## config.mk

```make
export PLATFORM = sky130hd
export DESIGN_NAME = latched_alu
export DESIGN_NICKNAME = d
export VERILOG_FILES = /design/src/rtl/alu_pkg.sv /design/src/rtl/alu_latch.sv /design/src/rtl/alu_adder.sv /design/src/rtl/alu_bus_mux.sv /design/src/rtl/latched_alu.sv
export SDC_FILE = /design/constraint.sdc
export NUM_CORES = 1
export LEC_CHECK = 0
export ABC_AREA = 1
export ABC_CLOCK_PERIOD_IN_PS = 2650
export CORE_ASPECT_RATIO = 1.75
export CORE_MARGIN = 2
export CORE_UTILIZATION = 30
export DETAILED_ROUTE_END_ITERATION = 6
export HOLD_SLACK_MARGIN = 0.02
export MAX_ROUTING_LAYER = met4
export PLACE_DENSITY = 0.63
export SLEW_MARGIN = 40
export SYNTH_ARGS = -nofsm -noshare
export SYNTH_HDL_FRONTEND = slang
export SYNTH_SLANG_ARGS = --single-unit
```

## constraint.sdc

```tcl
create_clock -name clk -period 2.65 [get_ports clk]
set_clock_uncertainty 0.1 [all_clocks]
set_input_delay 0.795 -clock clk [delete_from_list [all_inputs] [get_ports clk]]
set_output_delay 0.795 -clock clk [all_outputs]
set_load 0.05 [all_outputs]
```

## src/rtl/alu_pkg.sv

```systemverilog
package alu_pkg;

    parameter int unsigned DATA_W = 8;
    localparam int unsigned FLAG_W = 3;

    typedef enum logic [1:0] {
        CIN_ZERO   = 2'b00,
        CIN_ONE    = 2'b01,
        CIN_CARRY  = 2'b10,
        CIN_NCARRY = 2'b11
    } cin_sel_e;

    // packed MSB first: carry lands in bit 0, zero in bit 1, neg in bit 2
    typedef struct packed {
        logic neg;
        logic zero;
        logic carry;
    } flags_t;

    function automatic logic pick_cin(input cin_sel_e sel, input logic c);
        logic r;
        case (sel)
            CIN_ZERO:   r = 1'b0;
            CIN_ONE:    r = 1'b1;
            CIN_CARRY:  r = c;
            default:    r = ~c;
        endcase
        return r;
    endfunction

endpackage

```

## src/rtl/alu_latch.sv

```systemverilog
module alu_latch #(
    parameter int unsigned W = 8
) (
    input  logic         clk,
    input  logic         rst,
    input  logic         load,
    input  logic [W-1:0] d,
    output logic [W-1:0] q
);
    always_ff @(posedge clk) begin
        if (rst)       q <= '0;
        else if (load) q <= d;
    end
endmodule

```

## src/rtl/alu_adder.sv

```systemverilog
module alu_adder
    import alu_pkg::*;
#(
    parameter int unsigned W = 8
) (
    input  logic [W-1:0] a,
    input  logic [W-1:0] b,
    input  logic         inv_b,
    input  logic         cin,
    output logic [W-1:0] sum,
    output flags_t       flags
);
    logic [W-1:0] b_eff;
    logic [W:0]   total;

    always_comb begin
        b_eff       = inv_b ? ~b : b;
        total       = {1'b0, a} + {1'b0, b_eff} + {{W{1'b0}}, cin};
        sum         = total[W-1:0];
        flags.carry = total[W];
        flags.zero  = (total[W-1:0] == '0);
        flags.neg   = total[W-1];
    end
endmodule

```

## src/rtl/alu_bus_mux.sv

```systemverilog
module alu_bus_mux
    import alu_pkg::*;
#(
    parameter int unsigned W = 8
) (
    input  logic [W-1:0] res,
    input  flags_t       stat,
    input  logic         oe_res,
    input  logic         oe_stat,
    output logic [W-1:0] dout,
    output logic         dout_vld,
    output logic         bus_conflict
);
    localparam int unsigned PAD_W = W - FLAG_W;

    always_comb begin
        if (oe_res)       dout = res;
        else if (oe_stat) dout = {{PAD_W{1'b0}}, stat};
        else              dout = '0;
        dout_vld     = oe_res | oe_stat;
        bus_conflict = oe_res & oe_stat;
    end
endmodule

```

## src/rtl/latched_alu.sv

```systemverilog
module latched_alu
    import alu_pkg::*;
(
    input  logic              clk,
    input  logic              rst,
    input  logic [DATA_W-1:0] din,
    input  logic              ld_opa,
    input  logic              ld_opb,
    input  logic              inv_b,
    input  logic [1:0]        cin_sel,
    input  logic              ld_res,
    input  logic              ld_stat,
    input  logic              oe_res,
    input  logic              oe_stat,
    output logic [DATA_W-1:0] dout,
    output logic              dout_vld,
    output logic              bus_conflict
);
    logic [DATA_W-1:0] opa_q, opb_q, res_q, sum;
    logic [FLAG_W-1:0] stat_raw;
    flags_t            stat_q, new_flags;
    logic              cin;

    alu_latch #(.W(DATA_W)) u_opa (
        .clk(clk), .rst(rst), .load(ld_opa), .d(din), .q(opa_q));
    alu_latch #(.W(DATA_W)) u_opb (
        .clk(clk), .rst(rst), .load(ld_opb), .d(din), .q(opb_q));

    assign cin = pick_cin(cin_sel_e'(cin_sel), stat_q.carry);

    alu_adder #(.W(DATA_W)) u_add (
        .a(opa_q), .b(opb_q), .inv_b(inv_b), .cin(cin),
        .sum(sum), .flags(new_flags));

    alu_latch #(.W(DATA_W)) u_res (
        .clk(clk), .rst(rst), .load(ld_res), .d(sum), .q(res_q));
    alu_latch #(.W(FLAG_W)) u_stat (
        .clk(clk), .rst(rst), .load(ld_stat), .d(new_flags), .q(stat_raw));

    assign stat_q = flags_t'(stat_raw);

    alu_bus_mux #(.W(DATA_W)) u_bus (
        .res(res_q), .stat(stat_q), .oe_res(oe_res), .oe_stat(oe_stat),
        .dout(dout), .dout_vld(dout_vld), .bus_conflict(bus_conflict));
endmodule

```

==> impl_metrics.json <==
{
  "avgViaCountPerCell": 4.60,
  "critPathMaxFanout": 5,
  "nFillCells": 552,
  "period_share_pct": 94.5,
  "portBuffers": 28,
  "dr.first_iter.drc_count": 13,
  "synth_xor_area_share_pct": 4.96,
  "routed_wl_mm": 3.61,
  "finalNetCount": 299,
  "grt_pass1_vias": 1369,
  "finalHoldViolCount": 0,
  "rsz0062_at_grt": "false",
  "critPathLaunchType": "input pin",
  "synthCells": 228,
  "setup.worst_path.end_class": "primary output",
  "synth_top_family_by_area": "simple AND/OR/NAND/NOR gates",
  "fin_ws_ns": 0.146,
  "critPathRequiredTime_ns": 1.76,
  "synth_area_per_cell_sq_um": 6.97,
  "period_needed_ns": 2.50,
  "yosysWarnings": 0,
  "cap_violations": 0,
  "synth_compound_area_share_pct": 12.1,
  "via_count": 1496,
  "grt_start_max_net_pins": 25,
  "ys_ff_latch": 27,
  "leakagePower_nw": 1.10,
  "design.die.area_sq_um": 5920,
  "initial_core_util_pct": 30.8,
  "num_antenna_cells": 0,
  "cts_hold_buf": 0,
  "p_per_area_nw_per_um2": 521,
  "fin_util_pct": 42.4,
  "clockBufferDepth": 2,
  "io_pins": 29,
  "die_h_um": 100,
  "dieWidth_um": 59.0,
  "synth.distinct_cells": 25,
  "drive_above_1_share_pct": 24.1,
  "grt_use_total_pct": 13.7,
  "overflow": 0,
  "post-place-ws_ns": -0.531,
  "synth_seq_area_share_pct": 34.0,
  "clock-root-buffer": "clkbuf_8",
  "syn-num-nets": 256,
  "drv_slew": 0,
  "muxShareOfSynthArea_pct": 0,
  "clkSinkCount": 27,
  "relSlewSlack_pct": 66.6,
  "reg2regPathDepth": 12,
  "core_area_sq_um": 5170,
  "drc": 0,
  "cp_data_arrival_time_ns": 1.61,
  "hp-class": "register to register",
  "whs_ns": 0.390,
  "htree_num_levels": 1,
  "status": "finished clean",
  "drtPass1Iterations": 4,
  "synth-simple-area-share_pct": 30.2,
  "tightestPinTransition_ns": 0.499,
  "antenna_found_initial": 0,
  "finalPower_w": 0.00114,
  "wl_per_cell_um": 11.1,
  "grt_pass1_wl_mm": 6.07,
  "synth-adder-area-share_pct": 8.03,
  "cts_tree": "built",
  "cts-buffers-inserted": 3,
  "critical_path_class": "input pin to primary output",
  "max_clock_freq_mhz": 399,
  "peakVddDrop_v": 0.000277,
  "antenna_left": 0,
  "gp_congestion": 0.786,
  "synth_area_sq_um": 1590,
  "whs_path_depth": 2,
  "hpwl_mm": 2.95,
  "fp-row-count": 35,
  "syn_to_final_growth_pct": 37.7,
  "cts.reportedPaths.clkPinSlew_ns": 0.10,
  "clock_latency_ns": 0.28,
  "setup_viol": 0
}
-- critical path: stages --
cell and delay [ns]:
dlygate4sd2_1 0.32, buf_4 0.18, nand2_1 0.07, inv_1 0.10
buf_12 0.14
-- synthesized netlist by cell type --
| cell type | number | area [sq um] |
|---|---|---|
| fa_1 | 2 | 40.0 |
| o21ai_0 | 22 | 110 |
| or2_4 | 1 | 8.76 |
| nor2_1 | 35 | 131 |
| dfxtp_1 | 27 | 541 |
| xor2_1 | 7 | 61.3 |
| nand3_1 | 9 | 45.0 |
| buf_2 | 1 | 5.00 |
| nor2_2 | 3 | 18.8 |
| xnor2_1 | 2 | 17.5 |
| a21oi_1 | 6 | 30.0 |
| nand4_1 | 1 | 6.26 |
| nand2_1 | 38 | 143 |
| a21oi_2 | 1 | 8.76 |
| nand3_2 | 6 | 60.1 |
| inv_2 | 2 | 7.51 |
| or2_2 | 1 | 6.26 |
| inv_1 | 36 | 135 |
| a31oi_1 | 1 | 6.26 |
| clkinv_1 | 2 | 7.51 |
| nand2_2 | 8 | 50.1 |
| nor2_4 | 1 | 11.3 |
| clkbuf_1 | 4 | 15.0 |
| o211ai_1 | 5 | 37.5 |
| ha_1 | 7 | 87.6 |
-- metrics by stage --
stage / setup TNS [ns] / std cells / cell area (sq um)
after floorplan: -0.0856 / 228 / 1600
after CTS: -0.105 / 323 / 2180
after detailed placement: -4.22 / 319 / 2110
after global routing: 0 / 325 / 2190
final: 0 / 325 / 2190
after global placement: -3.99 / 319 / 2110
-- area by class of cell --
class	instances	area [sq um]	share of cell area, %
Inverter	40	150	6.86
Clock buffer	3	41.3	1.89
Tap cell	55	68.8	3.14
Timing Repair Buffer	43	463	21.1
Clock inverter	1	7.51	0.343
Sequential cell	27	541	24.7
Multi-Input combinational cell	156	918	41.9
-- cells by family (layout without fill, tap and decap cells) --
family          Yosys count  count (layout)
buf+inv                  45              87
xor+xnor                  9               9
fa+ha+maj                 9               9
flops                    27              27
compound gates           35              35
simple gates            103             103
-- flip-flops by register name, indices dropped and copies added, names as in the netlist --
signal    flops
u_opb.q       8
u_opa.q       8
u_stat.q      3
u_res.q       8
-- power by group --
part | switching, W | internal, W
registers | 0.0000183 | 0.000440
clock network | 0.000137 | 0.000107
logic | 0.000240 | 0.000200
-- metal layers --
| metal | share of wire [%] | global-route usage [%] | routed length (um) | vias up |
|---|---|---|---|---|
| met5 | 0 | - | 0 | - |
| met4 | 2.2 | 5.77 | 80 | 0 |
| met3 | 2.5 | 1.42 | 92 | 7 |
| met2 | 59 | 27.1 | 2140 | 23 |
| met1 | 36 | 12.5 | 1310 | 674 |
| li1 | - | - | - | 792 |
-- worst paths after layout --
path | start | endpoint | slack (ns)
setup / recovery | oe_res | dout[6] | 0.15
hold / removal | u_res.q[7] | u_res.q[7] | 0.39
setup reg to reg | u_stat.q[0] | u_stat.q[1] | 0.33
hold reg to reg | u_res.q[7] | u_res.q[7] | 0.39
-- placed cells by master, fill, tap and decap left out, drive strengths merged --
cell type | Yosys | routed
a21oi | 7 | 7
a31oi | 1 | 1
buf | 1 | 25
clkbuf | 4 | 6
clkdlybuf4s50 | 0 | 13
clkinv | 2 | 2
clkinvlp | 0 | 1
dfxtp | 27 | 27
dlygate4sd2 | 0 | 2
fa | 2 | 2
ha | 7 | 7
inv | 38 | 38
nand2 | 46 | 46
nand3 | 15 | 15
nand4 | 1 | 1
nor2 | 39 | 39
o211ai | 5 | 5
o21ai | 22 | 22
or2 | 2 | 2
xnor2 | 2 | 2
xor2 | 7 | 7
-- what timing repair did --
item | in CTS | in global routing
gates resized for setup | 13 | 7
pin swaps | 11 | 11
setup buffers | 0 | 2
hold endpoints to repair | 0 | 0
endpoints found under the setup margin | 15 | 7
Note: power is estimated with default switching activity, not from simulation.
